<file path="config.mk">
export PLATFORM = sky130hd
export DESIGN_NAME = cmd_stream_exec
export DESIGN_NICKNAME = d
export VERILOG_FILES = /design/src/rtl/cse_pkg.sv /design/src/rtl/cse_datapath.sv /design/src/rtl/cse_control.sv /design/src/rtl/cmd_stream_exec.sv
export SDC_FILE = /design/constraint.sdc
export NUM_CORES = 1
export LEC_CHECK = 0
export BUFFER_PORTS_ARGS = -buffer_cell sky130_fd_sc_hd__buf_4
export CORE_MARGIN = 1
export CORE_UTILIZATION = 55
export CTS_CLUSTER_SIZE = 25
export DETAILED_ROUTE_END_ITERATION = 8
export PLACE_DENSITY_LB_ADDON = 0.1
export REMOVE_ABC_BUFFERS = 1
export SYNTH_ARGS = -nofsm -noshare
export SYNTH_HDL_FRONTEND = slang
export SYNTH_HIERARCHICAL = 1
export SYNTH_SLANG_ARGS = --single-unit
</file>
<file path="constraint.sdc">
create_clock -name clk -period 7 [get_ports clk]
set_input_delay 0.35 -clock clk [delete_from_list [all_inputs] [get_ports clk]]
set_output_delay 0.35 -clock clk [all_outputs]
set_load 0.05 [all_outputs]
</file>
<file path="src/rtl/cse_pkg.sv">
package cse_pkg;
  localparam int OFF_W = 20;

  localparam logic [7:0] OP_DIRECT  = 8'h01;
  localparam logic [7:0] OP_INDEXED = 8'h09;

  localparam logic [1:0] REG_CTRL = 2'd0;
  localparam logic [1:0] REG_HEAD = 2'd1;
  localparam logic [1:0] REG_TAIL = 2'd2;

  typedef enum logic [2:0] {
    S_IDLE, S_FETCH, S_LATCH, S_DECODE, S_DIRECT, S_BLO, S_BHI
  } engState_t;

  typedef enum logic [1:0] {
    EMIT_NONE, EMIT_DIRECT, EMIT_LO, EMIT_HI
  } emitSel_t;

  typedef struct packed {
    logic start;
    logic fetch;
    logic latch;
    logic loadBurst;
    logic stepBurst;
    logic endBurst;
  } dpCtl_t;
endpackage

</file>
<file path="src/rtl/cse_datapath.sv">
module cse_datapath
  import cse_pkg::*;
#(
  parameter int PTR_W      = 16,
  parameter int LINE_BYTES = 64
) (
  input  logic              clk,
  input  logic              rstN,
  input  dpCtl_t            ctl,
  input  emitSel_t          emitSel,
  input  logic              busy,
  input  logic              regWrEn,
  input  logic [1:0]        regAddr,
  input  logic [PTR_W-1:0]  ptrWd,
  input  logic [63:0]       memRdData,
  output logic [PTR_W-1:0]  memRdAddr,
  output logic [PTR_W-1:0]  headQ,
  output logic [PTR_W-1:0]  tailQ,
  output logic              atEnd,
  output logic              wordZero,
  output logic [7:0]        opcode,
  output logic              countZero,
  output logic              countOne,
  output logic              inBurst,
  output logic [OFF_W-1:0]  wrAddr,
  output logic [31:0]       wrData,
  output logic [3:0]        wrByteEn
);
  localparam int LINE_LSB = $clog2(LINE_BYTES);
  localparam logic [PTR_W-1:0] WORD_STEP = PTR_W'(8);
  localparam logic [PTR_W-1:0] LINE_ADD  = PTR_W'(LINE_BYTES - 1);

  logic [PTR_W-1:0] curPtr, endPtr, tailSum, tailRounded;
  logic [63:0]      wordReg;
  logic [31:0]      burstCnt;
  logic [OFF_W-1:0] burstOff;
  logic             headWr, tailWr;

  assign headWr      = regWrEn && (regAddr == REG_HEAD) && !busy;
  assign tailWr      = regWrEn && (regAddr == REG_TAIL) && !busy;
  assign tailSum     = ptrWd + LINE_ADD;
  assign tailRounded = {tailSum[PTR_W-1:LINE_LSB], {LINE_LSB{1'b0}}};

  always_ff @(posedge clk) begin
    if (!rstN) begin
      headQ  <= '0;
      tailQ  <= '0;
      curPtr <= '0;
      endPtr <= '0;
    end else begin
      if (headWr) headQ <= {ptrWd[PTR_W-1:3], 3'b000};
      if (tailWr) tailQ <= ptrWd;
      if (ctl.start) begin
        curPtr <= headQ;
        endPtr <= tailRounded;
      end else if (ctl.latch) begin
        curPtr <= curPtr + WORD_STEP;
      end
    end
  end

  always_ff @(posedge clk) begin
    if (!rstN) begin
      wordReg  <= '0;
      burstCnt <= '0;
      burstOff <= '0;
      inBurst  <= 1'b0;
    end else begin
      if (ctl.latch) wordReg <= memRdData;
      if (ctl.start || ctl.endBurst) begin
        inBurst <= 1'b0;
      end else if (ctl.loadBurst) begin
        inBurst  <= 1'b1;
        burstCnt <= wordReg[31:0];
        burstOff <= wordReg[32 +: OFF_W];
      end else if (ctl.stepBurst) begin
        burstCnt <= burstCnt - 32'd1;
      end
    end
  end

  assign memRdAddr = curPtr;
  assign atEnd     = (curPtr >= endPtr);
  assign wordZero  = (wordReg == 64'd0);
  assign opcode    = wordReg[63:56];
  assign countZero = (wordReg[31:0] == 32'd0);
  assign countOne  = (burstCnt == 32'd1);

  always_comb begin
    wrAddr   = burstOff;
    wrData   = wordReg[31:0];
    wrByteEn = 4'hF;
    case (emitSel)
      EMIT_DIRECT: begin
        wrAddr   = wordReg[32 +: OFF_W];
        wrByteEn = wordReg[55:52];
      end
      EMIT_HI: wrData = wordReg[63:32];
      default: ;
    endcase
  end

  p_fetch_bound_r5: assert property (@(posedge clk) disable iff (!rstN)
    ctl.fetch |-> (curPtr < endPtr));

  p_head_locked_r8: assert property (@(posedge clk) disable iff (!rstN)
    (busy && regWrEn && regAddr == REG_HEAD) |=> $stable(headQ));
endmodule

</file>
<file path="src/rtl/cse_control.sv">
module cse_control
  import cse_pkg::*;
(
  input  logic       clk,
  input  logic       rstN,
  input  logic       regWrEn,
  input  logic [1:0] regAddr,
  input  logic       enableWd,
  input  logic       clrErrWd,
  input  logic       wrReady,
  input  logic       atEnd,
  input  logic       wordZero,
  input  logic [7:0] opcode,
  input  logic       countZero,
  input  logic       countOne,
  input  logic       inBurst,
  output dpCtl_t     ctl,
  output emitSel_t   emitSel,
  output logic       wrValid,
  output logic       memRdEn,
  output logic       busy,
  output logic       enableQ,
  output logic       errQ
);
  engState_t state, nxt;
  logic      setErr;

  assign busy    = (state != S_IDLE);
  assign wrValid = (emitSel != EMIT_NONE);

  always_comb begin
    ctl     = '0;
    nxt     = state;
    memRdEn = 1'b0;
    emitSel = EMIT_NONE;
    setErr  = 1'b0;
    case (state)
      S_IDLE:
        if (regWrEn && regAddr == REG_TAIL && enableQ) begin
          ctl.start = 1'b1;
          nxt       = S_FETCH;
        end
      S_FETCH:
        if (atEnd) begin
          ctl.endBurst = 1'b1;
          nxt          = S_IDLE;
        end else begin
          memRdEn   = 1'b1;
          ctl.fetch = 1'b1;
          nxt       = S_LATCH;
        end
      S_LATCH: begin
        ctl.latch = 1'b1;
        nxt       = inBurst ? S_BLO : S_DECODE;
      end
      S_DECODE:
        if (wordZero) begin
          nxt = S_FETCH;
        end else if (opcode == OP_DIRECT) begin
          nxt = S_DIRECT;
        end else if (opcode == OP_INDEXED) begin
          ctl.loadBurst = !countZero;
          nxt           = S_FETCH;
        end else begin
          setErr = 1'b1;
          nxt    = S_IDLE;
        end
      S_DIRECT: begin
        emitSel = EMIT_DIRECT;
        if (wrReady) nxt = S_FETCH;
      end
      S_BLO: begin
        emitSel = EMIT_LO;
        if (wrReady) begin
          ctl.stepBurst = 1'b1;
          if (countOne) begin
            ctl.endBurst = 1'b1;
            nxt          = S_FETCH;
          end else begin
            nxt = S_BHI;
          end
        end
      end
      S_BHI: begin
        emitSel = EMIT_HI;
        if (wrReady) begin
          ctl.stepBurst = 1'b1;
          ctl.endBurst  = countOne;
          nxt           = S_FETCH;
        end
      end
      default: nxt = S_IDLE;
    endcase
  end

  always_ff @(posedge clk) begin
    if (!rstN) begin
      state   <= S_IDLE;
      enableQ <= 1'b0;
      errQ    <= 1'b0;
    end else begin
      state <= nxt;
      if (setErr) begin
        errQ <= 1'b1;
      end else if (regWrEn && regAddr == REG_CTRL && !busy && clrErrWd) begin
        errQ <= 1'b0;
      end
      if (regWrEn && regAddr == REG_CTRL && !busy) enableQ <= enableWd;
    end
  end

  p_error_stops_r7: assert property (@(posedge clk) disable iff (!rstN)
    $rose(errQ) |-> !busy);

  p_start_needs_enable_r9: assert property (@(posedge clk) disable iff (!rstN)
    $rose(busy) |-> ($past(enableQ) && $past(regWrEn) && $past(regAddr) == REG_TAIL));
endmodule

</file>
<file path="src/rtl/cmd_stream_exec.sv">
module cmd_stream_exec
  import cse_pkg::*;
#(
  parameter int PTR_W      = 16,
  parameter int LINE_BYTES = 64
) (
  input  logic              clk,
  input  logic              rstN,
  input  logic              regWrEn,
  input  logic [1:0]        regAddr,
  input  logic [31:0]       regWrData,
  output logic [31:0]       regRdData,
  output logic              memRdEn,
  output logic [PTR_W-1:0]  memRdAddr,
  input  logic [63:0]       memRdData,
  output logic              wrValid,
  input  logic              wrReady,
  output logic [19:0]       wrAddr,
  output logic [31:0]       wrData,
  output logic [3:0]        wrByteEn
);
  dpCtl_t           ctl;
  emitSel_t         emitSel;
  logic             busy, enableQ, errQ;
  logic             atEnd, wordZero, countZero, countOne, inBurst;
  logic [7:0]       opcode;
  logic [PTR_W-1:0] headQ, tailQ;
  logic             unusedWdBits;

  assign unusedWdBits = ^{regWrData[31:PTR_W], regWrData[1]};

  cse_control u_ctrl (
    .clk, .rstN, .regWrEn, .regAddr,
    .enableWd(regWrData[0]), .clrErrWd(regWrData[2]),
    .wrReady, .atEnd, .wordZero, .opcode, .countZero, .countOne, .inBurst,
    .ctl, .emitSel, .wrValid, .memRdEn, .busy, .enableQ, .errQ
  );

  cse_datapath #(.PTR_W(PTR_W), .LINE_BYTES(LINE_BYTES)) u_dp (
    .clk, .rstN, .ctl, .emitSel, .busy, .regWrEn, .regAddr,
    .ptrWd(regWrData[PTR_W-1:0]), .memRdData,
    .memRdAddr, .headQ, .tailQ, .atEnd, .wordZero, .opcode,
    .countZero, .countOne, .inBurst, .wrAddr, .wrData, .wrByteEn
  );

  always_comb begin
    case (regAddr)
      REG_CTRL: regRdData = {29'd0, errQ, busy, enableQ};
      REG_HEAD: regRdData = {{(32-PTR_W){1'b0}}, headQ};
      REG_TAIL: regRdData = {{(32-PTR_W){1'b0}}, tailQ};
      default:  regRdData = 32'd0;
    endcase
  end

  p_stall_hold_r6: assert property (@(posedge clk) disable iff (!rstN)
    (wrValid && !wrReady) |=> (wrValid && $stable({wrAddr, wrData, wrByteEn})));

  p_no_fetch_in_stall_r6: assert property (@(posedge clk) disable iff (!rstN)
    (wrValid && !wrReady) |=> !memRdEn);
endmodule

</file>
==> impl.org, run 1 <==
** Finish
- Number of nets in the finished design :: 1320
- Summing all multi-input logic gate instances after layout gives 0.005157 mm².
- Number of fillers in the final layout :: 1349
- Ratio of cells with drive above 1 in the final layout :: approximately a quarter
- Sequential cell area :: around 0.0035 mm²
- For this run, the share of the core covered by cells in the final layout is ~68%.
- Count of inserted antenna diode cells :: 0
- Layout-stage area growth over the synthesis result :: 18.94%

** GRT
- The initial antenna violation count was 0.
- Wire length of the first global-routing pass :: 39090 µm
- Number of global-route vias before repair :: 7507
- Entering global routing, the biggest net connects 80 pins.
- In the global route stage, overall resource usage came out at 29.69%.
- The total overflow left after global routing is 0.

** Detailed routing
- Via total after detailed routing :: 8379
- Detailed routing placed a total of 12170 µm of wire on met2.
- Uppermost layer routed :: met4
- The detail route stage leaves a number of antenna-violating nets equal to 0.
- Wire segments on met3 add up to 1911 µm in the final route.
- In the final routing, the length of wire on met1 measures 10230 µm.
- For this run, design rule violations remaining after detail routing come to 0.
- Length of the first detailed-routing pass in iterations :: 5
- Vias per Instance :: about 5.9
- Final routed wire length divided by cell count :: 17.65 µm
- In this run, the number of DRC markers left after iteration 0 of detailed routing was 579.
- Overall routed net length :: between 20000 and 30000 µm

** Die
- Number of I/O pins :: 208
- Core region area :: 0.01606 mm²
- In this run the core area contains 46 standard-cell rows.
- The floorplan step set the die height to roughly 130 µm.
- Once the floorplan was initialized, standard cells occupied 56.93% of the core.
- Horizontal extent of the die :: 130.9 µm
- Area of the die :: 0.01714 mm²

** CTS
- CTS saw ~170 sinks.
- Clock tree root buffer cell :: sky130_fd_sc_hd__clkbuf_16
- Post-CTS setup repair buffer count :: 0
- Clock transition at the registers of the reported paths :: 0.06 ns
- After clock tree synthesis, the flow added hold-fix buffers numbering 0.
- Latest clock arrival within the worst-skew pair :: approximately 0.43 ns
- The number of clock buffers added by TritonCTS is 17.
- Post-CTS repair changed the size of 0 cells.
- In this run the deepest clock path goes through 2 buffers.
- H-tree depth reported by CTS :: 4
- TritonCTS built the clock tree.

** STA
- Total negative slack :: 0 ns
- Clock period minus final worst setup slack :: 4.537 ns
- Total setup violations reported at the end of the flow :: 0
- Slew Limit Fails :: 0
- Derived from the worst setup path, the maximum achievable clock frequency is ~0.22 GHz.
- For the pin with the worst max-slew slack, the measured transition is 1.194 ns.
- The worst pin sits at a relative slew slack of 20.21%.
- Setup repair after global routing missed its margin :: false
- Final worst clock skew :: 0.007294 ns
- Final Cycle Share :: around 65%
- The final count of hold timing violations was 0.

** Logic synthesis
- Area of the mapped netlist :: 0.009141 mm²
- The Yosys step of the flow raised 6 warnings.
- After technology mapping, the gate count stands at 1087.
- A synthesized cell averages 8.410 µm².

** Setup path
- Buffers & Inverters on Critical Path :: 1
- Grouping stages by cell kind, the critical path spends the most delay in simple AND/OR/NAND/NOR gates.
- Launching element type of the critical path :: register
- Along the worst path, the maximum fanout reaches 29.
- Crit path top cell by count :: sky130_fd_sc_hd__a31oi_1
- Worst path cell trace :: inv_1 > ha_1 > or4b_2 > a21oi_1 > a211o_1 > nand3_1 > a32oi_1 > nor2b_1 > a31oi_1 > o22ai_1 > nor2_1 > nand2_1 > o311ai_0 > a31oi_1
- At the worst endpoint, the required time is roughly 7.3 ns.
- Arr. time, crit path :: 4.88 ns
- Slowest cell delay on critical path :: 0.94 ns
- The worst setup path is of the register to register kind.
- Worst path slowest cell :: sky130_fd_sc_hd__nand2_1
- Nature of the critical path endpoint :: register

** Power and ir drop
- Leak pwr :: 4.386 nW
- After layout, the design draws a total of 2.021 mW.
- Across the VDD grid, the largest voltage drop is 0.0001738 V.
- Cell area power density :: 185.9 mW/mm²

** Placement
- After legalization and detailed placement, the total HPWL measured 17450 µm.
- Routability-driven placement finished with a final weighted congestion of roughly 0.82.
- Quantity of I/O buffers inserted on ports :: between 150 and 200

** Run
- Across the run, the number of max-cap violations was 0.

** Hold path
- The worst hold path belongs to the class input port to register.

** Run status
- The flow ran to the end, and the final reports show no timing, DRC or antenna violations.
[cells in the final DEF, fill, tap and decap left out, types with 19 or more instances in the layout]
master and n:
sky130_fd_sc_hd__buf_4 180, sky130_fd_sc_hd__dfxtp_1 174, sky130_fd_sc_hd__nand2_1 140, sky130_fd_sc_hd__nor2_1 114
sky130_fd_sc_hd__a21oi_1 87, sky130_fd_sc_hd__mux2i_1 77, sky130_fd_sc_hd__mux2_2 53, sky130_fd_sc_hd__o21ai_0 32
sky130_fd_sc_hd__nor4_1 28, sky130_fd_sc_hd__nand3_1 26, sky130_fd_sc_hd__conb_1 22, sky130_fd_sc_hd__inv_1 19
[final timing paths]
check / cells past startpoint / from / to / slack (ns)
setup / recovery: 14 / u_dp/memRdAddr[6]$_SDFFE_PN0N_ / u_dp/burstCnt[22]$_SDFFE_PN0P_ / 2.46
setup reg to reg: 14 / u_dp/memRdAddr[6]$_SDFFE_PN0N_ / u_dp/burstCnt[22]$_SDFFE_PN0P_ / 2.46
hold / removal: 3 / memRdData[29] / u_dp/wordReg[29]$_SDFFE_PN0P_ / 0.16
hold reg to reg: 2 / u_dp/tailQ[8]$_SDFFE_PN0P_ / u_dp/tailQ[8]$_SDFFE_PN0P_ / 0.45
[stage by stage]
stage               instance area (µm²)  setup WS [ns]  instances  hold WS [ns]
floorplan                          8696         -2.120       1006        0.4329
global placement                  10340          2.657       1402        0.4389
detailed placement                10340          2.559       1402        0.4464
CTS                               10870          2.533       1432        0.1474
global route                      10870          2.144       1432        0.1495
finish                            10870          2.463       1432        0.1555
[registers in the layout, summed over array words and instances (netlist names), 3 cells and up]
| name | cells |
|---|---|
| u_dp/tailQ | 16 |
| u_dp/headQ | 13 |
| u_dp/endPtr | 10 |
| u_ctrl/state | 3 |
| u_dp/burstCnt | 32 |
| u_dp/wordReg | 64 |
| u_dp/memRdAddr | 13 |
| u_dp/burstOff | 20 |
[final cells by class]
type	count	share of cell area, %
sequential	174	32.04
clock buffer	23	4.304
clock inverter	7	0.5984
inverter	20	0.7135
timing repair buffer	180	12.43
multi-input combinational	812	47.43
tap	216	2.486
[where the power goes]
part / internal, mW / leakage, nW / switching [mW]
registers: 0.997 / 1.40 / 0.00582
logic: 0.0504 / 2.72 / 0.0871
clock network: 0.502 / 0.259 / 0.379
[metal layers]
layer	vias up	GRT usage, %
met2	334	50.67
met4	0	13.73
met1	3930	35.19
li1	4055	-
met5	-	0
met3	60	7.125
[worst register-to-register path, delay by kind of cell, from the launching register on]
family                   cells  cell delay [ns]
AND/OR/NAND/NOR              5             2.08
AO/OA/AOI/OAI                7             1.60
flip-flops                   1             0.40
buffers and inverters        1             0.09
adder cells (fa/ha/maj)      1             0.28
(Power assumes the default switching activity.)
==> run 2, diff against run 1 <==
- clock period: 7 -> 4.7 ns (I/O delays scaled with it)
==> impl.org, run 2 (synthesis gave the netlist of run 1 again) <==
** Finish
- The number of nets at the end of the flow is 1325 (+0.38%).
- Area of all placed cells without fillers :: 0.01096 mm² (+0.76%)
- The utilization after layout came to 68.23% (+0.51 points).
- Regs by FF count :: u_dp/wordReg: 64 flops, u_dp/burstCnt: 32 flops, u_dp/burstOff: 20 flops
- Layout-stage area growth over the synthesis result :: 19.85%
- Counting flops per register, the top entry is u_dp/wordReg.
- In the layout the commonest cells are sky130_fd_sc_hd__buf_4, sky130_fd_sc_hd__dfxtp_1, sky130_fd_sc_hd__nand2_1, sky130_fd_sc_hd__nor2_1, sky130_fd_sc_hd__a21oi_1.
- The final standard cell count with taps included and fillers excluded came to 1437 (+0.35%).
- Leaving out fill and tap cells, the most frequent cell in the layout is sky130_fd_sc_hd__buf_4.
- The share of final-layout standard cells stronger than drive strength 1 came to 24.16% (+0.48 points).
- Count of inserted antenna diode cells :: 0 (unchanged)
- The flip-flop count of the largest register after layout is 64 (unchanged).

** Detailed routing
- The total via count after detailed routing was 8369 (-0.12%).
- DRC errors left :: 0 (unchanged)
- The iteration count of the initial detailed-routing pass came to 5 (unchanged).
- The post-detailed-route via-to-cell ratio is 5.824 (-0.47%).
- The wire length on met1 was 10300 µm (+0.70%).
- The violation count after the first detailed-route iteration came to 676 (+17%).
- Uppermost layer routed :: met4
- The met3 wire length was 1684 µm (-12%).
- Post-DRT Antenna Nets :: 0 (unchanged)
- The final wirelength came to 25140 µm (-0.54%).
- Final routed wire length divided by cell count :: 17.49 µm (-0.88%)
- Met2 routed WL :: 12530 µm (+2.9%)

** Die
- The count of pins on the block boundary was 208 (unchanged).
- The starting density of the core is 56.93% (unchanged).
- Horizontal extent of the die :: 130.9 µm (unchanged)
- Chip Height :: 130.9 µm (unchanged)
- The number of cell rows came to 46 (unchanged).
- The standard cell core area was 0.01606 mm² (unchanged).
- Area of the die :: 0.01714 mm² (unchanged)

** Placement
- Pre-CTS setup slack :: 0.7322 ns (-1.827 ns)
- The placer congestion estimate was 0.8925 (+8.2%).
- The HPWL after detailed placement is 17570 µm (+0.68%).
- Instance area at placement :: 0.01037 mm² (+0.33%)
- The count of buffers from port buffering was 172 (unchanged).
- The cell count after placement came to 1407 (+0.36%).

** Setup path
- STA classifies the critical path startpoint as a register.
- Arr. time, crit path :: 4.44 ns (-0.44 ns)
- The depth of the most critical reg-to-reg path was 15 (+1).
- Nature of the critical path endpoint :: register
- Worst Path Required :: 5.06 ns (-2.28 ns)
- Critical path class :: register to register
- The maximum net fanout on the critical path was 16 (-45%).

** Power and ir drop
- The reported leakage power is 4.431 nW (+1.0%).
- The total power per unit cell area was 282.8 mW/mm² (+52%).
- The sum of internal, switching and leakage power was 3.099 mW (+53%).
- VDD IR-drop max :: 0.0002767 V (+59%)

** CTS
- TritonCTS built the clock tree.
- Clock buffer count from CTS :: 17 (unchanged)
- The tree is rooted in a sky130_fd_sc_hd__clkbuf_16.
- CTS Buffer Depth :: 2 (unchanged)
- Resized cells post-CTS :: 0 (unchanged)
- The total clock sinks is 174 (unchanged).
- The number of H-tree levels came to 4 (unchanged).
- The register clock-pin slew on the reported worst setup and hold paths was 0.07 ns (about the same).
- Latest clock arrival within the worst-skew pair :: 0.43 ns (about the same)
- CTS Hold Bufs :: 0 (unchanged)
- The post-CTS repair timing setup buffer count is 0 (unchanged).

** GRT
- The largest net degree at the start of global routing came to 82 (+2.5%).
- The total routing resource utilization after global routing was 29.92% (+0.24 points).
- The number of global-route vias before repair came to 7680 (+2.3%).
- The initial antenna violation count was 0 (unchanged).
- Wire length of the first global-routing pass :: 39610 µm (+1.3%)
- The global-route congestion overflow total was 0 (unchanged).

** Hold path
- Instance count along the most critical hold path :: 3 (unchanged)
- In this run the worst hold path is classified as input port to register.

** STA
- The total count of max-transition violations in the final report is 0 (unchanged).
- The actual slew at the worst max-slew pin came to 0.8514 ns (-0.3426 ns).
- Setup repair after global routing missed its margin :: false
- The final setup violation count came to 0 (unchanged).
- Worst Slack Setup Final :: 0.6204 ns (-1.843 ns)
- The clock period minus final worst setup slack came to 4.080 ns (-0.4574 ns).
- Highest Clock Rate :: 0.2451 GHz (+11%)
- The final worst-path cycle share is 86.80% (+22 points).
- The worst hold margin was 0.03697 ns (-0.1186 ns).
- The final setup skew is 0.008677 ns (+0.001383 ns).
- The worst slew margin relative to its limit is 43.24% (+23 points).
- The final count of hold timing violations is 0 (unchanged).
- Total negative slack :: 0 ns (unchanged)

** Run status
- Outcome :: finished, final reports clean

** Run
- Maximum capacitance violations :: 0 (unchanged)
run 2: changes by cell type in the layout (fill, tap and decap cells not counted), sizes merged:
cell,change
buf,+5
clkbuf,-2
bufinv,+1
inv,+1
run 2: layer usage:
metal | up-vias | GRT usage, %
met5 | - | 0
met4 | 0 | 11.09
met3 | 43 | 6.922
met2 | 304 | 51.79
met1 | 3951 | 36.08
li1 | 4071 | -
run 2: critical path: stages, from the launching register on:
cell                       delay (ns)
sky130_fd_sc_hd__dfxtp_1         0.39
sky130_fd_sc_hd__inv_1           0.09
sky130_fd_sc_hd__ha_1            0.27
sky130_fd_sc_hd__or4b_2          0.57
sky130_fd_sc_hd__a21oi_1         0.16
sky130_fd_sc_hd__a211o_1         0.13
sky130_fd_sc_hd__nand3_1         0.08
sky130_fd_sc_hd__a32oi_1         0.28
sky130_fd_sc_hd__nor2b_1         0.21
sky130_fd_sc_hd__a31oi_1         0.06
sky130_fd_sc_hd__o22ai_1         0.34
sky130_fd_sc_hd__nor2_1          0.29
sky130_fd_sc_hd__nand2_1         0.53
sky130_fd_sc_hd__buf_4           0.33
sky130_fd_sc_hd__o221ai_1        0.13
sky130_fd_sc_hd__a21oi_1         0.15
run 2: power by group:
group	switching, mW	total (mW)	internal [mW]
clock network	0.580	1.40	0.821
logic	0.130	0.205	0.0750
registers	0.00881	1.49	1.48
run 2: path summary, 6_finish.rpt:
| kind | from | slack (ns) | to |
|---|---|---|---|
| hold / removal | memRdData[3] | 0.04 | u_dp/wordReg[3]$_SDFFE_PN0P_ |
| setup / recovery | u_dp/memRdAddr[6]$_SDFFE_PN0N_ | 0.62 | u_dp/burstCnt[18]$_SDFFE_PN0P_ |
| setup reg to reg | u_dp/memRdAddr[6]$_SDFFE_PN0N_ | 0.62 | u_dp/burstCnt[18]$_SDFFE_PN0P_ |
| hold reg to reg | u_dp/burstOff[18]$_SDFFE_PN0P_ | 0.45 | u_dp/burstOff[18]$_SDFFE_PN0P_ |
run 2: final cells by class:
| class | count | area, µm² |
|---|---|---|
| Fill cell | 1379 | 5102 |
| Clock buffer | 21 | 470.5 |
| Sequential cell | 174 | 3483 |
| Timing Repair Buffer | 185 | 1389 |
| Tap cell | 216 | 270.3 |
| Inverter | 20 | 77.57 |
| Multi-Input combinational cell | 812 | 5154 |
| Clock inverter | 9 | 111.4 |
==> run 3, diff against run 2 <==
- CORE_ASPECT_RATIO: unset -> 1.1
==> impl.org, run 3 (synthesis gave the netlist of run 1 again) <==
** Run status
- The flow ran to the end, but the final reports show violations.
- The checks that failed: design-rule violations.

** CTS
- Clock net sink count :: 174 (unchanged)
- The number of buffers between clock root and the deepest sink came to 2 (unchanged).
- The number of H-tree levels was 4 (unchanged).
- The post-CTS repair timing setup buffer count is 0 (unchanged).
- Clock transition at the registers of the reported paths :: 0.07 ns (about the same)
- Clock buffer count from CTS :: 17 (unchanged)
- The number of buffers inserted for hold repair after clock tree synthesis came to 0 (unchanged).
- Latest clock arrival within the worst-skew pair :: 0.43 ns (about the same)
- Clock tree root buffer cell :: sky130_fd_sc_hd__clkbuf_16
- Resized cells post-CTS :: 0 (unchanged)
- TritonCTS built the clock tree.

** Finish
- Count of inserted antenna diode cells :: 0 (unchanged)
- Number of fillers in the final layout :: 1404 (+1.8%)
- The number of nets at the end of the flow is 1328 (+0.23%).
- Number of flip-flops in the largest register :: 64 (unchanged)
- Combined area of the multi-input logic cells :: 0.005154 mm² (unchanged)
- The largest registers in the layout are u_dp/wordReg: 64 flops, u_dp/burstCnt: 32 flops, u_dp/burstOff: 20 flops.
- Ratio of cells with drive above 1 in the final layout :: 24.55% (+0.39 points)
- The final non-filler cell area came to 0.01105 mm² (+0.82%).
- The area growth from synthesis to layout is 20.83%.
- Sequential cell area :: 0.003483 mm² (unchanged)
- Fraction of the core area covered by cells at the end of the flow :: 67.73% (-0.49 points)
- u_dp/wordReg holds more flip-flops than any other register.
- Leaving out fill and tap cells, the most frequent cell in the layout is sky130_fd_sc_hd__buf_4.
- The library cells used most frequently in the layout, excluding fill and tap cells, are sky130_fd_sc_hd__buf_4, sky130_fd_sc_hd__dfxtp_1, sky130_fd_sc_hd__nand2_1, sky130_fd_sc_hd__nor2_1, sky130_fd_sc_hd__a21oi_1.

** Power and ir drop
- VDD IR-drop max :: 0.0002647 V (-4.3%)
- Tot Pwr :: 3.262 mW (+5.3%)
- The total power per unit cell area was 295.3 mW/mm² (+4.4%).
- Leak pwr :: 4.477 nW (+1.0%)

** STA
- The actual slew at the worst max-slew pin was 1.220 ns (+0.3682 ns).
- Final Cycle Share :: 87.67% (+0.87 points)
- The final setup skew came to 0.009878 ns (+0.001201 ns).
- The final setup violation count was 0 (unchanged).
- Setup repair after global routing left no endpoint under its margin.
- Clock period minus final worst setup slack :: 4.121 ns (+0.04091 ns)
- The maximum clock frequency came to 0.2427 GHz (-0.99%).
- The final count of hold timing violations was 0 (unchanged).
- The worst hold margin came to 0.03229 ns (-0.004678 ns).
- Slew Limit Fails :: 0 (unchanged)
- The worst slew margin relative to its limit came to 18.69% (-25 points).

** Placement
- The HPWL after detailed placement came to 17510 µm (-0.31%).
- GPL Wtd Cong :: 0.8418 (-5.7%)
- The count of buffers from port buffering is 172 (unchanged).
- Instance area at placement :: 0.01039 mm² (+0.19%)

** GRT
- The number of global-route vias before repair came to 7468 (-2.8%).
- The total routing resource utilization after global routing came to 29.38% (-0.54 points).
- GR Util met3 :: 5.864% (-1.1 points)
- The global-route congestion overflow total is 0 (unchanged).
- Antenna violations before repair :: 0 (unchanged)
- Wire length of the first global-routing pass :: 39120 µm (-1.2%)
- The largest net degree at the start of global routing came to 87 (+6.1%).
- Layer with the highest usage :: met2
- The met1 routing resource usage after global routing was 33.69% (-2.4 points).
- Met2 track demand over resource :: 52.25% (+0.46 points)

** Detailed routing
- The number of nets with antenna violations after detailed routing came to 0 (unchanged).
- Vias per Instance :: 5.829 (about the same)
- Via total after detailed routing :: 8335 (-0.41%)
- Length of the first detailed-routing pass in iterations :: 7 (+2)
- The violation count after the first detailed-route iteration is 630 (-6.8%).
- The final wirelength is 25450 µm (+1.2%).
- Final routed wire length divided by cell count :: 17.80 µm (+1.7%)
- The DRC violation count after routing was 21 (+21).

** Setup path
- The worst register-to-register path begins at u_dp/memRdAddr[6]$_SDFFE_PN0N_.
- STA classifies the critical path startpoint as a register.
- Critical path class :: register to register
- Arr. time, crit path :: 4.41 ns (-0.03 ns)
- Critical path launch point :: u_dp/memRdAddr[6]$_SDFFE_PN0N_
- Path depth of the worst reg2reg path :: 16 (+1)
- Worst Path Required :: 4.99 ns (-0.07 ns)
- The endpoint identified for the worst register-to-register timing path is u_dp/burstCnt[14]$_SDFFE_PN0P_.
- STA classifies the critical path endpoint as a register.
- Crit-path max FO :: 14 (-2)
- The setup slack on the worst flop-to-flop path came to 0.58 ns (-0.04 ns).

** Run
- The number of max-capacitance violations reported was 0 (unchanged).

** Hold path
- In this run the worst hold path is classified as input port to register.
- The number of cells on the worst hold path is 3 (unchanged).
- Hold wc startpoint :: memRdData[33]
- For hold timing, the worst endpoint is u_dp/wordReg[33]$_SDFFE_PN0P_.

** Die
- The die height was 137.2 µm (+4.8%).
- The starting density of the core is 56.05% (-0.87 points).
- Area of the die :: 0.01714 mm² (about the same)
- Core region area :: 0.01631 mm² (+1.6%)
- The number of cell rows is 49 (+6.5%).
- The width of the chip came to 124.9 µm (-4.6%).
- The count of pins on the block boundary is 208 (unchanged).
## run 3: routing by layer
metal  vias to the layer above  wire [µm]  part of all wire (%)
met1                      3900      10090                    40
li1                       4083          -                     -
met2                       294      12810                    50
met5                         -          0                     0
met4                         0       1142                   4.5
met3                        58       1418                   5.6
## run 3: power by group
part	internal, mW	switching [mW]
logic	0.0752	0.129
clock network	0.932	0.634
registers	1.48	0.00873
total	2.49	0.771
## run 3: worst max-delay path by stage
stage                                                 end  slack [ns]  cells after the start
after detailed placement   u_dp/burstCnt[14]$_SDFFE_PN0P_        0.68                     16
after CTS                  u_dp/burstCnt[14]$_SDFFE_PN0P_        0.66                     16
after global routing       u_dp/burstCnt[14]$_SDFFE_PN0P_        0.25                     16
after floorplan           u_dp/memRdAddr[15]$_SDFFE_PN0N_       -4.42                      5
final                      u_dp/burstCnt[14]$_SDFFE_PN0P_        0.58                     16
after global placement      u_dp/burstCnt[6]$_SDFFE_PN0P_        0.78                     15
## run 3: cell type report
type,instances,area share [%]
multi-input combinational,812,46.66
clock inverter,13,1.801
sequential,174,31.54
clock buffer,19,4.101
tap,204,2.311
timing repair buffer,188,12.89
inverter,20,0.7023
## run 3: worst max-delay path, cell delays in order, from the launching register on
cell and delay, ns:
sky130_fd_sc_hd__dfxtp_1 0.39, sky130_fd_sc_hd__inv_1 0.09, sky130_fd_sc_hd__ha_1 0.27, sky130_fd_sc_hd__or4b_2 0.57, sky130_fd_sc_hd__a21oi_1 0.16, sky130_fd_sc_hd__a211o_1 0.12
sky130_fd_sc_hd__nand3_1 0.08, sky130_fd_sc_hd__a32oi_1 0.27, sky130_fd_sc_hd__nor2b_1 0.20, sky130_fd_sc_hd__a31oi_1 0.06, sky130_fd_sc_hd__o22ai_1 0.34, sky130_fd_sc_hd__nor2_1 0.20
sky130_fd_sc_hd__o21ai_1 0.57, sky130_fd_sc_hd__buf_4 0.34, sky130_fd_sc_hd__nor2_1 0.06, sky130_fd_sc_hd__mux2i_1 0.15, sky130_fd_sc_hd__o22ai_1 0.10
## run 3: metrics by stage
| step | instances | setup WS, ns | TNS [ns] |
|---|---|---|---|
| global placement | 1398 | 0.7819 | 0 |
| global route | 1430 | 0.2539 | 0 |
| detailed placement | 1398 | 0.6822 | 0 |
| floorplan | 1006 | -4.420 | -370.89 |
| finish | 1430 | 0.5795 | 0 |
| CTS | 1430 | 0.6609 | 0 |
